**config.mk**
```make
export PLATFORM = sky130hd
export DESIGN_NAME = mcts_search
export DESIGN_NICKNAME = d
export VERILOG_FILES = /design/src/rtl/mcts_pkg.sv /design/src/rtl/mcts_offset_gen.sv /design/src/rtl/mcts_rank_keep.sv /design/src/rtl/mcts_search.sv
export SDC_FILE = /design/constraint.sdc
export NUM_CORES = 1
export LEC_CHECK = 0
export ABC_CLOCK_PERIOD_IN_PS = 7200
export CORE_ASPECT_RATIO = 0.9
export CORE_UTILIZATION = 40
export CTS_CLUSTER_SIZE = 25
export DETAILED_ROUTE_END_ITERATION = 10
export DONT_BUFFER_PORTS = 1
export PLACE_DENSITY = 0.5
export SLEW_MARGIN = 30
export SYNTH_ARGS = -nofsm -noshare
export SYNTH_HDL_FRONTEND = slang
export SYNTH_HIERARCHICAL = 1
export SYNTH_SLANG_ARGS = --single-unit
```
**constraint.sdc**
```tcl
create_clock -name clk -period 7.2 [get_ports clk]
set_input_delay 0.36 -clock clk [delete_from_list [all_inputs] [get_ports clk]]
set_output_delay 0.36 -clock clk [all_outputs]
set_load 0.02 [all_outputs]
```
**src/rtl/mcts_pkg.sv**
```systemverilog
package mcts_pkg;

    typedef enum logic [2:0] {
        S_IDLE,
        S_REQ,
        S_WAIT,
        S_LATCH,
        S_FIN
    } ctl_state_e;

    // point 0 is the centre itself, points 1..8 are the eight neighbours
    function automatic int dir_x(logic [3:0] pt);
        case (pt)
            4'd1, 4'd4, 4'd6: dir_x = -1;
            4'd3, 4'd5, 4'd8: dir_x = 1;
            default:          dir_x = 0;
        endcase
    endfunction

    function automatic int dir_y(logic [3:0] pt);
        case (pt)
            4'd1, 4'd2, 4'd3: dir_y = -1;
            4'd6, 4'd7, 4'd8: dir_y = 1;
            default:          dir_y = 0;
        endcase
    endfunction

endpackage

```
**src/rtl/mcts_offset_gen.sv**
```systemverilog
module mcts_offset_gen import mcts_pkg::*; #(
    parameter int MV_W  = 4,
    parameter int RANGE = 7
) (
    input  logic signed [MV_W-1:0] cen_dx_i,
    input  logic signed [MV_W-1:0] cen_dy_i,
    input  logic        [3:0]      pt_i,
    input  logic        [MV_W-1:0] stride_i,
    output logic signed [MV_W-1:0] dx_o,
    output logic signed [MV_W-1:0] dy_o
);

    always_comb begin
        int sx;
        int sy;
        sx = int'(cen_dx_i) + dir_x(pt_i) * int'(stride_i);
        sy = int'(cen_dy_i) + dir_y(pt_i) * int'(stride_i);
        if (sx >  RANGE) sx =  RANGE;
        if (sx < -RANGE) sx = -RANGE;
        if (sy >  RANGE) sy =  RANGE;
        if (sy < -RANGE) sy = -RANGE;
        dx_o = MV_W'(sx);
        dy_o = MV_W'(sy);
    end

endmodule

```
**src/rtl/mcts_rank_keep.sv**
```systemverilog
module mcts_rank_keep #(
    parameter int KEEP  = 3,
    parameter int SAD_W = 16,
    parameter int MV_W  = 4
) (
    input  logic                       clk,
    input  logic                       rst_n,
    input  logic                       clr_i,
    input  logic                       ins_i,
    input  logic [SAD_W-1:0]           sad_i,
    input  logic [MV_W-1:0]            dx_i,
    input  logic [MV_W-1:0]            dy_i,
    output logic [KEEP-1:0][MV_W-1:0]  dx_o,
    output logic [KEEP-1:0][MV_W-1:0]  dy_o,
    output logic [SAD_W-1:0]           best_sad_o
);

    typedef struct packed {
        logic             vld;
        logic [SAD_W-1:0] sad;
        logic [MV_W-1:0]  dx;
        logic [MV_W-1:0]  dy;
    } ent_t;

    typedef struct packed {
        ent_t [KEEP-1:0] e;
    } rank_t;

    rank_t rk_d, rk_q;
    logic [KEEP-1:0] beats;
    ent_t            fresh;

    assign fresh = '{vld: 1'b1, sad: sad_i, dx: dx_i, dy: dy_i};

    // strict comparison: an equal SAD stays behind the older entry
    for (genvar gi = 0; gi < KEEP; gi++) begin : g_cmp
        assign beats[gi] = !rk_q.e[gi].vld || (sad_i < rk_q.e[gi].sad);
        assign dx_o[gi]  = rk_q.e[gi].dx;
        assign dy_o[gi]  = rk_q.e[gi].dy;
    end

    assign best_sad_o = rk_q.e[0].sad;

    always_comb begin
        rk_d = rk_q;
        if (clr_i) begin
            for (int i = 0; i < KEEP; i++) rk_d.e[i].vld = 1'b0;
        end else if (ins_i) begin
            if (beats[0]) rk_d.e[0] = fresh;
            for (int i = 1; i < KEEP; i++) begin
                if (beats[i-1])   rk_d.e[i] = rk_q.e[i-1];
                else if (beats[i]) rk_d.e[i] = fresh;
            end
        end
    end

    always_ff @(posedge clk or negedge rst_n) begin
        if (!rst_n) rk_q <= '0;
        else        rk_q <= rk_d;
    end

    for (genvar gi = 0; gi + 1 < KEEP; gi++) begin : g_sorted

        ranked_order_chk: assert property (@(posedge clk) disable iff (!rst_n)
            rk_q.e[gi+1].vld |-> (rk_q.e[gi].vld && rk_q.e[gi].sad <= rk_q.e[gi+1].sad));
    end


    best_tracks_chk: assert property (@(posedge clk) disable iff (!rst_n)
        (ins_i && !clr_i) |=> (rk_q.e[0].vld && rk_q.e[0].sad <= $past(sad_i)));

endmodule

```
**src/rtl/mcts_search.sv**
```systemverilog
module mcts_search import mcts_pkg::*; #(
    parameter int SAD_W     = 16,
    parameter int MV_W      = 4,
    parameter int RANGE     = 7,
    parameter int INIT_STEP = 4,
    parameter int KEEP      = 3
) (
    input  logic                    clk,
    input  logic                    rst_n,
    input  logic                    start_i,
    output logic                    busy_o,
    output logic                    req_valid_o,
    input  logic                    req_ready_i,
    output logic signed [MV_W-1:0]  req_dx_o,
    output logic signed [MV_W-1:0]  req_dy_o,
    input  logic                    rsp_valid_i,
    input  logic [SAD_W-1:0]        rsp_sad_i,
    output logic                    done_o,
    output logic signed [MV_W-1:0]  mv_dx_o,
    output logic signed [MV_W-1:0]  mv_dy_o,
    output logic [SAD_W-1:0]        mv_sad_o
);

    localparam int NSTEPS = $clog2(INIT_STEP) + 1;
    localparam int STEP_W = (NSTEPS > 1) ? $clog2(NSTEPS) : 1;
    localparam int CTR_W  = (KEEP > 1) ? $clog2(KEEP) : 1;

    typedef struct packed {
        ctl_state_e                state;
        logic [STEP_W-1:0]         step;
        logic [CTR_W-1:0]          ctr;
        logic [3:0]                pt;
        logic [KEEP-1:0][MV_W-1:0] cx;
        logic [KEEP-1:0][MV_W-1:0] cy;
        logic                      done;
        logic [MV_W-1:0]           mvx;
        logic [MV_W-1:0]           mvy;
        logic [SAD_W-1:0]          msad;
    } st_t;

    st_t st_d, st_q;

    logic                      clr, ins;
    logic [MV_W-1:0]           stride;
    logic [KEEP-1:0][MV_W-1:0] list_dx, list_dy;
    logic [SAD_W-1:0]          list_best;
    logic signed [MV_W-1:0]    off_dx, off_dy;
    logic                      last_pt, last_ctr, last_step;

    assign stride = MV_W'(INIT_STEP >> st_q.step);
    assign clr    = (st_q.state == S_IDLE) && start_i;
    assign ins    = (st_q.state == S_WAIT) && rsp_valid_i;

    mcts_offset_gen #(.MV_W(MV_W), .RANGE(RANGE)) i_offset (
        .cen_dx_i (st_q.cx[st_q.ctr]),
        .cen_dy_i (st_q.cy[st_q.ctr]),
        .pt_i     (st_q.pt),
        .stride_i (stride),
        .dx_o     (off_dx),
        .dy_o     (off_dy)
    );

    mcts_rank_keep #(.KEEP(KEEP), .SAD_W(SAD_W), .MV_W(MV_W)) i_rank (
        .clk        (clk),
        .rst_n      (rst_n),
        .clr_i      (clr),
        .ins_i      (ins),
        .sad_i      (rsp_sad_i),
        .dx_i       (off_dx),
        .dy_i       (off_dy),
        .dx_o       (list_dx),
        .dy_o       (list_dy),
        .best_sad_o (list_best)
    );

    assign last_pt   = (st_q.pt == 4'd8);
    assign last_ctr  = (st_q.step == '0) || (st_q.ctr == CTR_W'(KEEP - 1));
    assign last_step = (st_q.step == STEP_W'(NSTEPS - 1));

    always_comb begin
        st_d      = st_q;
        st_d.done = 1'b0;
        unique case (st_q.state)
            S_IDLE: begin
                if (start_i) begin
                    st_d.state = S_REQ;
                    st_d.step  = '0;
                    st_d.ctr   = '0;
                    st_d.pt    = 4'd0;
                    st_d.cx    = '0;
                    st_d.cy    = '0;
                end
            end
            S_REQ: begin
                if (req_ready_i) st_d.state = S_WAIT;
            end
            S_WAIT: begin
                if (rsp_valid_i) begin
                    if (!last_pt) begin
                        st_d.pt    = st_q.pt + 4'd1;
                        st_d.state = S_REQ;
                    end else if (!last_ctr) begin
                        st_d.ctr   = st_q.ctr + 1'b1;
                        st_d.pt    = 4'd1;
                        st_d.state = S_REQ;
                    end else if (!last_step) begin
                        st_d.step  = st_q.step + 1'b1;
                        st_d.ctr   = '0;
                        st_d.pt    = 4'd1;
                        st_d.state = S_LATCH;
                    end else begin
                        st_d.state = S_FIN;
                    end
                end
            end
            S_LATCH: begin
                st_d.cx    = list_dx;
                st_d.cy    = list_dy;
                st_d.state = S_REQ;
            end
            S_FIN: begin
                st_d.done  = 1'b1;
                st_d.mvx   = list_dx[0];
                st_d.mvy   = list_dy[0];
                st_d.msad  = list_best;
                st_d.state = S_IDLE;
            end
            default: st_d.state = S_IDLE;
        endcase
    end

    always_ff @(posedge clk or negedge rst_n) begin
        if (!rst_n) st_q <= '{state: S_IDLE, default: '0};
        else        st_q <= st_d;
    end

    assign busy_o      = (st_q.state != S_IDLE);
    assign req_valid_o = (st_q.state == S_REQ);
    assign req_dx_o    = off_dx;
    assign req_dy_o    = off_dy;
    assign done_o      = st_q.done;
    assign mv_dx_o     = st_q.mvx;
    assign mv_dy_o     = st_q.mvy;
    assign mv_sad_o    = st_q.msad;


    one_outstanding_chk: assert property (@(posedge clk) disable iff (!rst_n)
        (req_valid_o && req_ready_i) |=> !req_valid_o);


    req_hold_chk: assert property (@(posedge clk) disable iff (!rst_n)
        (req_valid_o && !req_ready_i) |=>
            (req_valid_o && $stable(req_dx_o) && $stable(req_dy_o)));


    window_chk: assert property (@(posedge clk) disable iff (!rst_n)
        req_valid_o |-> (req_dx_o <= RANGE && req_dx_o >= -RANGE &&
                         req_dy_o <= RANGE && req_dy_o >= -RANGE));


    done_pulse_chk: assert property (@(posedge clk) disable iff (!rst_n)
        done_o |=> !done_o);


    done_idle_chk: assert property (@(posedge clk) disable iff (!rst_n)
        done_o |-> (!busy_o && !req_valid_o));


    start_ignored_chk: assert property (@(posedge clk) disable iff (!rst_n)
        (busy_o && start_i) |=> (busy_o || done_o));

endmodule

```
Word-level counts from Yosys, hierarchy flattened
Cells that the tools add are included.

Output and inout bits: 35. Memory bits (read-only): 0. Latch bits: 0. Register bits after elaboration: 135. RAM bits: 0. Input port bits: 21. Memories: 0.

Shift operators: 1. Add/subtract/negate cells: 5. Bitwise logic cells: 1. Reductions and logical operators: 35. $mul: 2. Muxes and demuxes: 34. Divide/modulo/power cells: 0. Order comparisons: 8. Equal/unequal tests: 22.

Operators by type and width (number): $mux W25 (6); $pmux W32 S2 (2); $mux W75 (1); $add A4 B32 Y32 (2); $gt A32 B4 Y1 const B (2); $lt A32 B4 Y1 const B (2); $mul A32 B5 Y32 (2); $mux W32 (2); $lt A16 B16 Y1 (3); $pmux W24 S2 (1); $mux W35 (1); $mux W4 (6); $bmux W4 S2 (2); $eq A4 B3 Y1 const B (4); $pmux W8 S2 (1); $mux W3 (4); $pmux W3 S4 (1); $reduce_and A3 Y1 (4); $reduce_bool A2 Y1 (6); $reduce_or A3 Y1 (4); $mux W11 (1); $ne A2 B2 Y1 const B (5); $reduce_bool A3 Y1 (3); $eq A4 B2 Y1 const B (2); other kinds (27) (41).

Longest topological paths before layout
Gate-level depths: netlist of run 1.

Word-level depth: 13. Gate-level depth with buffers: 28. Gate-level depth less buffers: 28.

Cells and area by module
Netlist of run 1, hierarchy kept.

By module, submodules not included: mcts_rank_keep (seq. area each 1876.8 um^2, cells an instance 537, area an instance 4959.8 um^2, instances 1); mcts_search (seq. area each 1501.4 um^2, cells an instance 240, area an instance 2909.0 um^2, instances 1); mcts_offset_gen (seq. area each 0.0 um^2, cells an instance 256, area an instance 2194.6 um^2, instances 1).

Least setup slack after synthesis of run 1
Ideal clock, no wire load.

Path kind: flip-flop to flip-flop. Start: reg st_q[49] (netlist name). End: reg i_rank.rk_q, in the netlist i_rank/dx_o[8]. Data required time: 7.074 ns. Library setup time: 0.126 ns. Period minus slack after synthesis: 6.473 ns. Stages on the path, launching flop included: 26. Slack: 0.727 ns. Arrival: 6.346 ns. Path through: dfrtp_1 inv_1 nor3_1 a21oi_1 nor2_1 nand2_1 fa_1 inv_1 ha_1 inv_1 fa_1 inv_1 ha_1 a21o_1 inv_1 fa_1 inv_1 fa_1 or4b_1 nor4_1 nand3_1 a211o_1 a21o_1 nand2_1 nor3_1 a311o_1.

Cells in the longest elaborated chain, start to end: 11. Elaborated cells on any way between the ends: 17. Those cells by class: 1 x add/sub; 1 x mul; 2 x order compare; 6 x eq/ne; 5 x mux; 2 x reduce/logical.

RTL lines: start: declaration (line mcts_search.sv:41) `st_t st_d, st_q;`; start signal: assignment (line mcts_search.sv:134) `else st_q <= st_d;`; $eq A4 B4 Y1, or another cell as far along (line mcts_pkg.sv:13) `case (pt)`; $reduce_or A3 Y1 (line mcts_pkg.sv:13); $pmux W32 S2 (*) (line mcts_pkg.sv:13); $mul A32 B5 Y32 (*) (line mcts_offset_gen.sv:16) `sx = int'(cen_dx_i) + dir_x(pt_i) * int'(stride_i);`; $add A4 B32 Y32 (*) (line mcts_offset_gen.sv:16); $gt A32 B4 Y1 (line mcts_offset_gen.sv:18) `if (sx > RANGE) sx = RANGE;`; $mux W32 (*) (line mcts_offset_gen.sv:18); $lt A32 B4 Y1 (line mcts_offset_gen.sv:19) `if (sx < -RANGE) sx = -RANGE;`; $mux W4 (*) (line mcts_offset_gen.sv:19); via req_dx_o[0] (line mcts_search.sv:14) `output logic signed [MV_W-1:0] req_dx_o,`; $mux W25 (*) (line mcts_rank_keep.sv:52) `else if (beats[i]) rk_d.e[i] = fresh;`; $mux W25 (*) (line mcts_rank_keep.sv:51) `if (beats[i-1]) rk_d.e[i] = rk_q.e[i-1];`; end signal: assignment (line mcts_rank_keep.sv:59) `else rk_q <= rk_d;`; end: declaration (line mcts_rank_keep.sv:29) `rank_t rk_d, rk_q;`.

Mark *: on every way through the listed nets, which the timed path passes. The rest lies on a longest branch. The select of a mux whose other input is x is not followed. A chain may end at the register's enable or synchronous reset.

Worst setup path in the final report of run 1
Start: reg st_q[54] (netlist name). End: out req_dy_o[1].

Cells in the longest elaborated chain, start to end: 7.

RTL lines: $bmux W4 S2 (*) (line mcts_search.sv:56) `.cen_dy_i (st_q.cy[st_q.ctr]),`; $mux W4 (not written as such) (*) (line mcts_search.sv:56); $add A4 B32 Y32 (*) (line mcts_offset_gen.sv:17) `sy = int'(cen_dy_i) + dir_y(pt_i) * int'(stride_i);`; $gt A32 B4 Y1 (line mcts_offset_gen.sv:20) `if (sy > RANGE) sy = RANGE;`; $mux W32 (*) (line mcts_offset_gen.sv:20); $lt A32 B4 Y1 (line mcts_offset_gen.sv:21) `if (sy < -RANGE) sy = -RANGE;`; $mux W4 (*) (line mcts_offset_gen.sv:21); end: declaration (line mcts_search.sv:15) `output logic signed [MV_W-1:0] req_dy_o,`.

Every way passes the cells marked *; elsewhere a longest branch is shown, timed or not. The select of a mux whose other input is x is not followed.

==> results of run 1 <==
==> synth_stat cells, types with 23 or more instances <==
| library cell | count |
|---|---|
| fa_1 | 38 |
| mux2_1 | 25 |
| inv_1 | 115 |
| ha_1 | 82 |
| a221o_1 | 25 |
| o21ai_0 | 28 |
| nand2_1 | 74 |
| buf_2 | 24 |
| buf_4 | 67 |
| nor2_1 | 37 |
| a22o_1 | 25 |
| nor3_1 | 39 |
| a21oi_1 | 34 |
| dfrtp_1 | 135 |
| mux2_2 | 23 |
| nand3_1 | 36 |
==> metal layers <==
layer	vias to the layer above	part of all wire	global-route usage
met4	0	0.0055	0.04161
li1	3441	-	-
met3	11	0.036	0.03584
met1	3561	0.54	0.2970
met5	-	0	0
met2	112	0.42	0.2757
==> area by class of cell <==
cell class / instances / area [µm²] / area share
repair buffers: 16 / 162.7 / 0.01537
flip-flops and latches: 135 / 3379 / 0.3193
inverters: 116 / 435.4 / 0.04114
clock inverters: 11 / 151.4 / 0.01430
multi-input cells: 672 / 5598 / 0.5289
well taps: 336 / 420.4 / 0.03972
clock buffers: 20 / 436.7 / 0.04126
==> how the worst min path moves through the flow <==
stage / cells after the start / slack (ns) / to
5_1_grt: 1 / 0.05 / i_rank/best_sad_o[9]
4_1_cts: 1 / 0.06 / i_rank/best_sad_o[6]
3_5_place_dp: 0 / 0.07 / st_q[59]
3_3_place_gp: 0 / 0.07 / i_rank/dy_o[2]
2_1_floorplan: 0 / 0.06 / done_o
6_report: 1 / 0.07 / i_rank/best_sad_o[9]
==> logic make-up (layout without fill, tap and decap cells) <==
logic type,Yosys count,after routing,synth area share
adders and majority gates,120,120,0.1775
xor gates and xnor gates,6,6,0.005223
muxes,60,60,0.06565
AOI/OAI and AO/OA,201,201,0.1498
other,1,4,0.0003726
and+or+nand+nor,281,281,0.1486
buffers and inverters,229,163,0.1171
DFF,135,135,0.3357
==> worst reg2reg max path, cell delays in order (launching register included) <==
cell,delay (ns)
dfrtp_1,0.51
nor3_1,0.19
a21oi_1,0.07
nor2_2,0.19
nand2_1,0.16
fa_1,0.56
inv_1,0.08
ha_1,0.27
inv_1,0.07
fa_1,0.58
inv_1,0.13
ha_1,0.40
a21o_1,0.22
inv_1,0.07
fa_1,0.35
inv_1,0.07
fa_1,0.41
or4b_1,0.48
nor4_1,0.31
nand3_1,0.12
a211o_1,0.33
a2bb2oi_1,0.24
nand2_1,0.15
nor3_1,0.06
a311o_1,0.34
==> timing repair <==
item	in CTS	in global routing
hold endpoints to repair	135	0
setup endpoints to repair	0	12
hold buffers	2	0
gates resized for setup	0	9
==> through the flow <==
| stage | cells | util | worst slack, ns |
|---|---|---|---|
| 4_1_cts | 1305 | 0.4302 | 0.004684 |
| 6_report | 1306 | 0.4327 | 0.4262 |
| 3_5_place_dp | 1272 | 0.4046 | 0.5068 |
| 3_3_place_gp | 1272 | 0.4041 | 0.5554 |
| 2_1_floorplan | 1036 | - | 0.7274 |
| 5_1_grt | 1306 | 0.4327 | 0.007932 |
==> state kept, by name (all words and copies together) (netlist names) <==
signal	count
i_rank/best_sad_o	16
mv_dx_o	4
done_o	1
st_q	35
i_rank/dy_o	12
i_rank/dx_o	12
i_rank/rk_q	35
mv_sad_o	16
mv_dy_o	4
==> impl_metrics.ini, run 1 <==
[status]
status = finished clean

[floorplanning]
start_util = 0.4114
core_area_um2 = 24460
die_area_um2 = 25800
io_pins = 56
die_width_um = 169.2
die_y_um = 152.5
rows = 54

[clock_network]
clock_latency_ns = 0.43
cts_htree_levels = 4
cts_root_buffer = clkbuf_16
cts_tree = done
clock-sinks = 135
clkSlewWorstSetupHoldPaths_ns = 0.07
numCtsBuffers = 17
clock_path_buffers = 2
cts_setup_buffers = 0

[final_layout]
area_delta_synth_final_pct = 5.172
fill_cells = 2413
layout.nets = 1099
drive_above_1_share = 0.1010
finalInstanceArea_um2 = 10580
final_common_cell = dfrtp_1
num_antenna_cells = 0
mostFrequentLayoutCells = 134 x dfrtp_1, 115 x inv_1, 81 x ha_1

[critical_path]
path_cells = buf_4 -> mux2i_1 -> o21ai_0 -> inv_1 -> fa_1 -> inv_1 -> ha_1 -> fa_1 -> ha_1 -> a211oi_1 -> nor3b_1 -> o21ai_0 -> nand2b_1 -> inv_1 -> fa_1 -> inv_1 -> fa_1 -> nor4bb_1 -> nand4_1 -> nor4_2 -> a41oi_1 -> a21oi_1 -> buf_4
worst-path-stages = 23
crit_path_start_kind = register
critPathCaptureType = output pin
worst-path-buf-inv = 6
path_delay_family = adder cells
critPathArrivalTime_ns = 6.41
worstRegToRegCells = 24
slowest_delay_ns = 0.58
worst-path-max-fanout = 12
regToRegEndpoint = i_rank/dx_o[10]
endpoint = req_dy_o[1]
crit_path_top_delay_cell = fa_1
startpoint = st_q[54]
timing.rr.start = st_q[51]
cp.required_ns = 6.84
rrSetupSlack_ns = 0.72
path_class = register to output pin

[yosys]
synth-seq-area-share = 0.3357
synthCells = 1033
mappedNetlistArea_um2 = 10060
yosys_warnings = 6
yosysTopAreaCellShare = 0.3357
synth-async-reset-ratio = 1.000
syn_avg_cell_area_um2 = 9.742
yosys-top-cells-area = dfrtp_1 34%, ha_1 10%, fa_1 7.6%
synth-seq-cells = 135
synth_top_area_cell = dfrtp_1
synth_edf_count = 0
synthDistinctLibCells = 75
ys.flop_type = dfrtp_1

[placement]
post-dp-hpwl_um = 16260
placed_cell_area_um2 = 9897
io_buffers = 0
gp_congestion = 0.8289

[drt]
via_per_inst = 5.456
vias = 7125
routed_wl_um = 23580
drtIter0Drc = 432
drtAntennaViolNets = 0
wl_per_cell_um = 18.05
drtPass1Iterations = 5
drc = 0

[sta]
fmax_mhz = 147.6
maxSlewHeadroom = 0.5025
min_period_ns = 6.774
finalHoldViolCount = 0
setup_violations = 0
fin_crit_sh = 0.9408
tightest_slew_ns = 0.7438
grt_setup_unrepaired = no
fin_skew_ns = 0.01169
whs_ns = 0.07098
setup_tns_ns = 0
drv_slew = 0

[hold_path]
hold_class = input pin to register
min_from = rsp_sad_i[9]

[global_route]
first_global_vias = 7259
grt_pass1_wl_um = 39230
grt_use_total = 0.1923
antenna_found_initial = 0
grt_overflow = 0
grt_max_degree = 136

[flow_run]
cap_violations = 0
Power of run 1 is left out: the tool's default activity adds up to more than one toggle a clock period on the data nets, which glitch-free logic cannot reach.
==> run 2, diff against run 1 <==
--- a/config.mk
+++ b/config.mk
@@ -6,12 +6,12 @@
 export NUM_CORES = 1
 export LEC_CHECK = 0
 export ABC_CLOCK_PERIOD_IN_PS = 7200
+export BUFFER_PORTS_ARGS = -buffer_cell sky130_fd_sc_hd__buf_2
 export CORE_ASPECT_RATIO = 0.9
 export CORE_UTILIZATION = 40
 export CTS_CLUSTER_SIZE = 25
 export DETAILED_ROUTE_END_ITERATION = 10
-export DONT_BUFFER_PORTS = 1
-export PLACE_DENSITY = 0.5
+export PLACE_DENSITY = 0.52
 export SLEW_MARGIN = 30
 export SYNTH_ARGS = -nofsm -noshare
 export SYNTH_HDL_FRONTEND = slang
==> impl_metrics.ini, run 2 (same netlist as run 1, synthesis figures left out) <==
[final_layout]
mostFrequentLayoutCells = 132 x dfrtp_1, 115 x inv_1, 81 x ha_1
largestRegisters = i_rank/rk_q (35), st_q (35)
num_antenna_cells = 0
area_delta_synth_final_pct = 7.311
final_common_cell = dfrtp_1
fill_cells = 2411
drive_above_1_share = 0.1526
layout.nets = 1150

[critical_path]
crit_path_start_kind = register
timing.rr.start = st_q[53]
worstRegToRegCells = 23
endpoint = req_dy_o[1]
critPathArrivalTime_ns = 6.47
worst-path-max-fanout = 13
rrSetupSlack_ns = 0.88
critPathCaptureType = output pin
startpoint = st_q[53]
regToRegEndpoint = i_rank/dx_o[8]
cp.required_ns = 6.84
path_class = register to output pin

[clock_network]
clock_latency_ns = 0.42
clock_path_buffers = 2
cts_root_buffer = clkbuf_16
clkSlewWorstSetupHoldPaths_ns = 0.06
clock-sinks = 135
cts_setup_buffers = 0
cts_resized = 0
cts_htree_levels = 4
cts_tree = done
numCtsBuffers = 17
cts_hold_buf = 0

[global_route]
first_global_vias = 7183
grt_pass1_wl_um = 38560
grt_use_total = 0.1887
grt_overflow = 0
grt_max_degree = 84
antenna_found_initial = 0

[drt]
wl_per_cell_um = 16.75
drtPass1Iterations = 5
via_per_inst = 5.398
drc = 0
routed_wl_um = 22750
drtIter0Drc = 463
drtAntennaViolNets = 0
vias = 7330

[sta]
setup_tns_ns = 0
fin_skew_ns = 0.009043
drv_slew = 0
grt_setup_unrepaired = no
whs_ns = -0.03051
min_period_ns = 6.828
setup_violations = 0
finalHoldViolCount = 18
maxSlewHeadroom = 0.4593
tightest_slew_ns = 0.8110
fin_crit_sh = 0.9484
fmax_mhz = 146.4

[status]
status = complete, but fails checks
violations = hold timing

[floorplanning]
die_y_um = 152.5
io_pins = 56
start_util = 0.4114
core_area_um2 = 24460
die_width_um = 169.2
rows = 54
die_area_um2 = 25800

[placement]
post-dp-hpwl_um = 15960
gp_congestion = 0.7633
io_buffers = 55

[hold_path]
hold_class = input pin to asynchronous set/reset pin

[flow_run]
cap_violations = 0
==> run 2: cell types whose count changed in the layout (fill, tap and decap cells not counted), sizes merged <==
cell and change:
clkbuf -2, clkinv +5, dlygate4sd3 -1, bufinv -1, inv -1, buf +52
==> run 2: per-stage QoR <==
stage	utilization	setup slack (ns)	hold WS, ns	area (µm²)	std cells
4_1_cts	0.4387	0.05628	0.01966	10730	1357
5_1_grt	0.4415	0.01541	0.02865	10800	1358
6_report	0.4415	0.3716	-0.03051	10800	1358
3_5_place_dp	0.4153	0.5390	0.4701	10160	1325
2_1_floorplan	-	0.7274	0.06441	10070	1036
3_3_place_gp	0.4150	0.6652	0.4671	10150	1325
==> run 2: cell type report <==
class,instances,area (µm²),share of cell area
multi-input combinational,672,5597,0.5182
sequential,135,3382,0.3132
inverter,116,435.4,0.04032
tap,336,420.4,0.03893
timing repair buffer,67,391.6,0.03626
clock buffer,18,439.2,0.04067
clock inverter,14,133.9,0.01240
==> run 2: worst max-delay path, stage by stage, from the launching register on <==
cell and delay (ns):
dfrtp_2 0.48, nor2b_2 0.32, nand2_1 0.08, o21ai_0 0.11, inv_1 0.10, fa_1 0.58
inv_1 0.07, ha_1 0.31, fa_1 0.50, ha_1 0.30, a211oi_1 0.34, nor3b_2 0.11
o21ai_0 0.16, nand2b_1 0.15, inv_1 0.10, fa_1 0.16, inv_1 0.05, fa_1 0.49
nor4bb_1 0.28, nand4_1 0.15, nor4_1 0.44, a41oi_1 0.20, a21oi_1 0.34, buf_2 0.24
==> run 2: how the worst min path moves through the flow <==
stage | startpoint | end | slack (ns) | depth (start not counted)
after floorplan | rst_n | done_o | 0.06 | 0
after global placement | mv_dy_o[2] | mv_dy_o[2] | 0.47 | 1
after detailed placement | rst_n | st_q[56] | 0.47 | 1
after CTS | rst_n | st_q[59] | 0.02 | 1
after global routing | rst_n | st_q[56] | 0.03 | 1
final | rst_n | st_q[56] | -0.03 | 1
==> run 2: layer usage <==
| metal | global-route usage | up-vias | share of wire |
|---|---|---|---|
| met2 | 0.2677 | 148 | 0.42 |
| met1 | 0.2930 | 3632 | 0.54 |
| li1 | - | 3540 | - |
| met5 | 0 | - | 0 |
| met4 | 0.04419 | 0 | 0.0066 |
| met3 | 0.03429 | 10 | 0.039 |
Power of run 2 is left out for the same reason.
==> run 3, diff against run 2 <==
--- a/config.mk
+++ b/config.mk
@@ -5,6 +5,7 @@
 export SDC_FILE = /design/constraint.sdc
 export NUM_CORES = 1
 export LEC_CHECK = 0
+export ABC_AREA = 1
 export ABC_CLOCK_PERIOD_IN_PS = 7200
 export BUFFER_PORTS_ARGS = -buffer_cell sky130_fd_sc_hd__buf_2
 export CORE_ASPECT_RATIO = 0.9
==> impl_metrics.ini, run 3 <==
[global_route]
grt_overflow = 0
top_usage_layer = met1
grt_use_total = 0.1950
first_global_vias = 8321
use_met2 = 0.2876
grt_use_met3 = 0.03116
grt_pass1_wl_um = 42800
grt_use_met1 = 0.2935
grt_max_degree = 81
antenna_found_initial = 0

[yosys]
synth-adder-area-share = 0.1669
synthTopCellsByCount = 427 x nand2_1, 222 x inv_1, 144 x nand3_1
synth_top_area_cell = dfrtp_1
synthCells = 1425
synth-async-reset-ratio = 1.000
ys.flop_type = dfrtp_1
synth_edf_count = 0
synth-xor-area-share = 0.003273
yosysTopAreaCellShare = 0.3156
synthMuxAreaShare = 0
synthSimpleGateAreaFrac = 0.2910
synth-seq-cells = 135
synth_compound_area_frac = 0.07201
synthDistinctLibCells = 43
synth_top_family_by_area = simple AND/OR/NAND/NOR gates
yosys_warnings = 6
synth_most_common_cell = nand2_1
mappedNetlistArea_um2 = 10700
yosys-top-cells-area = dfrtp_1 32%, nand2_1 15%, ha_1 9.6%
synth-seq-area-share = 0.3156
syn_avg_cell_area_um2 = 7.511

[floorplanning]
die_y_um = 157.2
rows = 56
die_width_um = 174.4
io_pins = 56
die_area_um2 = 27420
core_area_um2 = 26210
start_util = 0.4084

[final_layout]
num_antenna_cells = 0
drive_above_1_share = 0.1225
fill_cells = 2721
mostFrequentLayoutCells = 427 x nand2_1, 222 x inv_1, 144 x nand3_1
largestRegisters = i_rank/rk_q (35), st_q (35)
finalInstanceArea_um2 = 11470
multiInputGateArea_um2 = 5728
seq_area_um2 = 3379
layout.nets = 1548
final_common_cell = nand2_1
area_delta_synth_final_pct = 7.178

[drt]
wl_per_cell_um = 14.20
drtAntennaViolNets = 0
via_per_inst = 4.822
vias = 8525
routed_wl_um = 25110
drtIter0Drc = 567
drtPass1Iterations = 5
drc = 0

[sta]
tightest_slew_ns = 0.9216
fin_skew_ns = 0.01201
setup_violations = 0
drv_slew = 0
min_period_ns = 6.717
fmax_mhz = 148.9
fin_crit_sh = 0.9329
finalHoldViolCount = 0
grt_setup_unrepaired = no
postLayoutSetupSlackWorst_ns = 0.4832
maxSlewHeadroom = 0.3856
setup_tns_ns = 0

[power_and_ir_drop]
p_leak_nw = 6.309
p_int_w = 0.002761
peakVddDrop_uv = 265.4
switching_share = 0.4806
clkPwrFrac = 0.194
p_sw_w = 0.002554
powerDensity_nw_per_um2 = 463.4
p_comb_frac = 0.577
power_frac_seq = 0.229

[placement]
placed_cell_area_um2 = 10730
gp_congestion = 0.8086
io_buffers = 55
post-dp-hpwl_um = 17570
dp_slack_ns = 0.5852

[critical_path]
slowest_delay_ns = 0.57
crit_path_top_delay_cell = fa_1
critPathCaptureType = output pin
worst-path-max-fanout = 10
path_class = register to output pin
critPathArrivalTime_ns = 6.36
crit_path_start_kind = register
cp.required_ns = 6.84
cpMostUsedCell = inv_1

[flow_run]
cap_violations = 0

[clock_network]
cts_tree = done
clock_latency_ns = 0.43
clock_path_buffers = 2
numCtsBuffers = 17
clkSlewWorstSetupHoldPaths_ns = 0.06
clock-sinks = 135
cts_root_buffer = clkbuf_16
cts_htree_levels = 4

[hold_path]
hold_class = input pin to register

[status]
status = finished clean
-- run 3: cell count changes after synthesis, moves of 18 or more --
cell | previous run | this run
inv_1 | 115 | 222
nor2_1 | 37 | 59
a221o_1 | 25 | 0
nand2_1 | 74 | 427
nor3_1 | 39 | 13
nand3_1 | 36 | 144
a31oi_1 | 21 | 2
mux2_1 | 25 | 0
nor2_2 | 0 | 18
a22o_1 | 25 | 0
mux2_2 | 23 | 0
-- run 3: repair_timing --
item / 4_1_cts / 5_1_grt
endpoints found under the hold margin: 55 / 0
setup buffers: 0 / 4
resized for setup: 0 / 8
setup endpoints to repair: 0 / 11
hold buffers: 1 / 0
-- run 3: path summary, 6_finish.rpt --
| path | startpoint | end | slack, ns | cells after the start |
|---|---|---|---|---|
| max in group asynchronous | rst_n | st_q[54] | 5.53 | 3 |
| worst max-delay path | st_q[53] | req_dx_o[1] | 0.48 | 31 |
| min in group asynchronous | rst_n | st_q[51] | 0.49 | 2 |
| worst min register to register | mv_sad_o[11] | mv_sad_o[11] | 0.47 | 2 |
| worst min-delay path | req_ready_i | st_q[57] | 0.22 | 4 |
| worst max register to register | st_q[53] | i_rank/dx_o[9] | 1.02 | 34 |
-- run 3: layer usage --
metal	share of wire	wire length [µm]	vias to the layer above
li1	-	-	4364
met1	0.53	13390	3986
met2	0.42	10530	161
met3	0.037	936	14
met4	0.0097	244	0
met5	0	0	-
-- run 3: area by class of cell --
class | count | share of cell area
Timing Repair Buffer | 67 | 0.03327
Multi-Input combinational cell | 958 | 0.4993
Sequential cell | 135 | 0.2946
Inverter | 228 | 0.07515
Tap cell | 348 | 0.03796
Clock inverter | 14 | 0.02138
Clock buffer | 18 | 0.03829
-- run 3: stage by stage --
step / total power (W) / utilization / instances / hold WS [ns]
floorplan: 0.003658 / - / 1427 / 0.06441
global placement: 0.004233 / 0.4092 / 1731 / 0.3870
detailed placement: 0.004268 / 0.4094 / 1731 / 0.3918
CTS: 0.005341 / 0.4359 / 1764 / 0.2026
global route: 0.005885 / 0.4377 / 1768 / 0.2102
finish: 0.005315 / 0.4377 / 1768 / 0.2186
-- run 3: kinds of logic after synthesis --
| logic type | Yosys count |
|---|---|
| and+or+nand+nor | 709 |
| buffers and inverters | 334 |
| DFF | 135 |
| AOI/OAI and AO/OA | 122 |
| adders and majority gates | 120 |
| xor gates and xnor gates | 4 |
| other | 1 |
-- run 3: power by group through the flow --
stage               Sequential, W  Combinational, W  Clock (W)
floorplan                 0.00117           0.00249          0
global placement          0.00123           0.00301          0
global route              0.00125           0.00355    0.00108
finish                    0.00122           0.00307    0.00103
detailed placement        0.00122           0.00304          0
CTS                       0.00122           0.00307    0.00105
-- run 3: critical path: cells and delay by family, from the launching register on --
family,cells,cell delay [ns]
AOI/OAI and AO/OA,5,0.78
adders and majority gates,6,2.56
DFF,1,0.41
and+or+nand+nor,11,1.02
buffers and inverters,9,1.15
(Power assumes the default switching activity.)
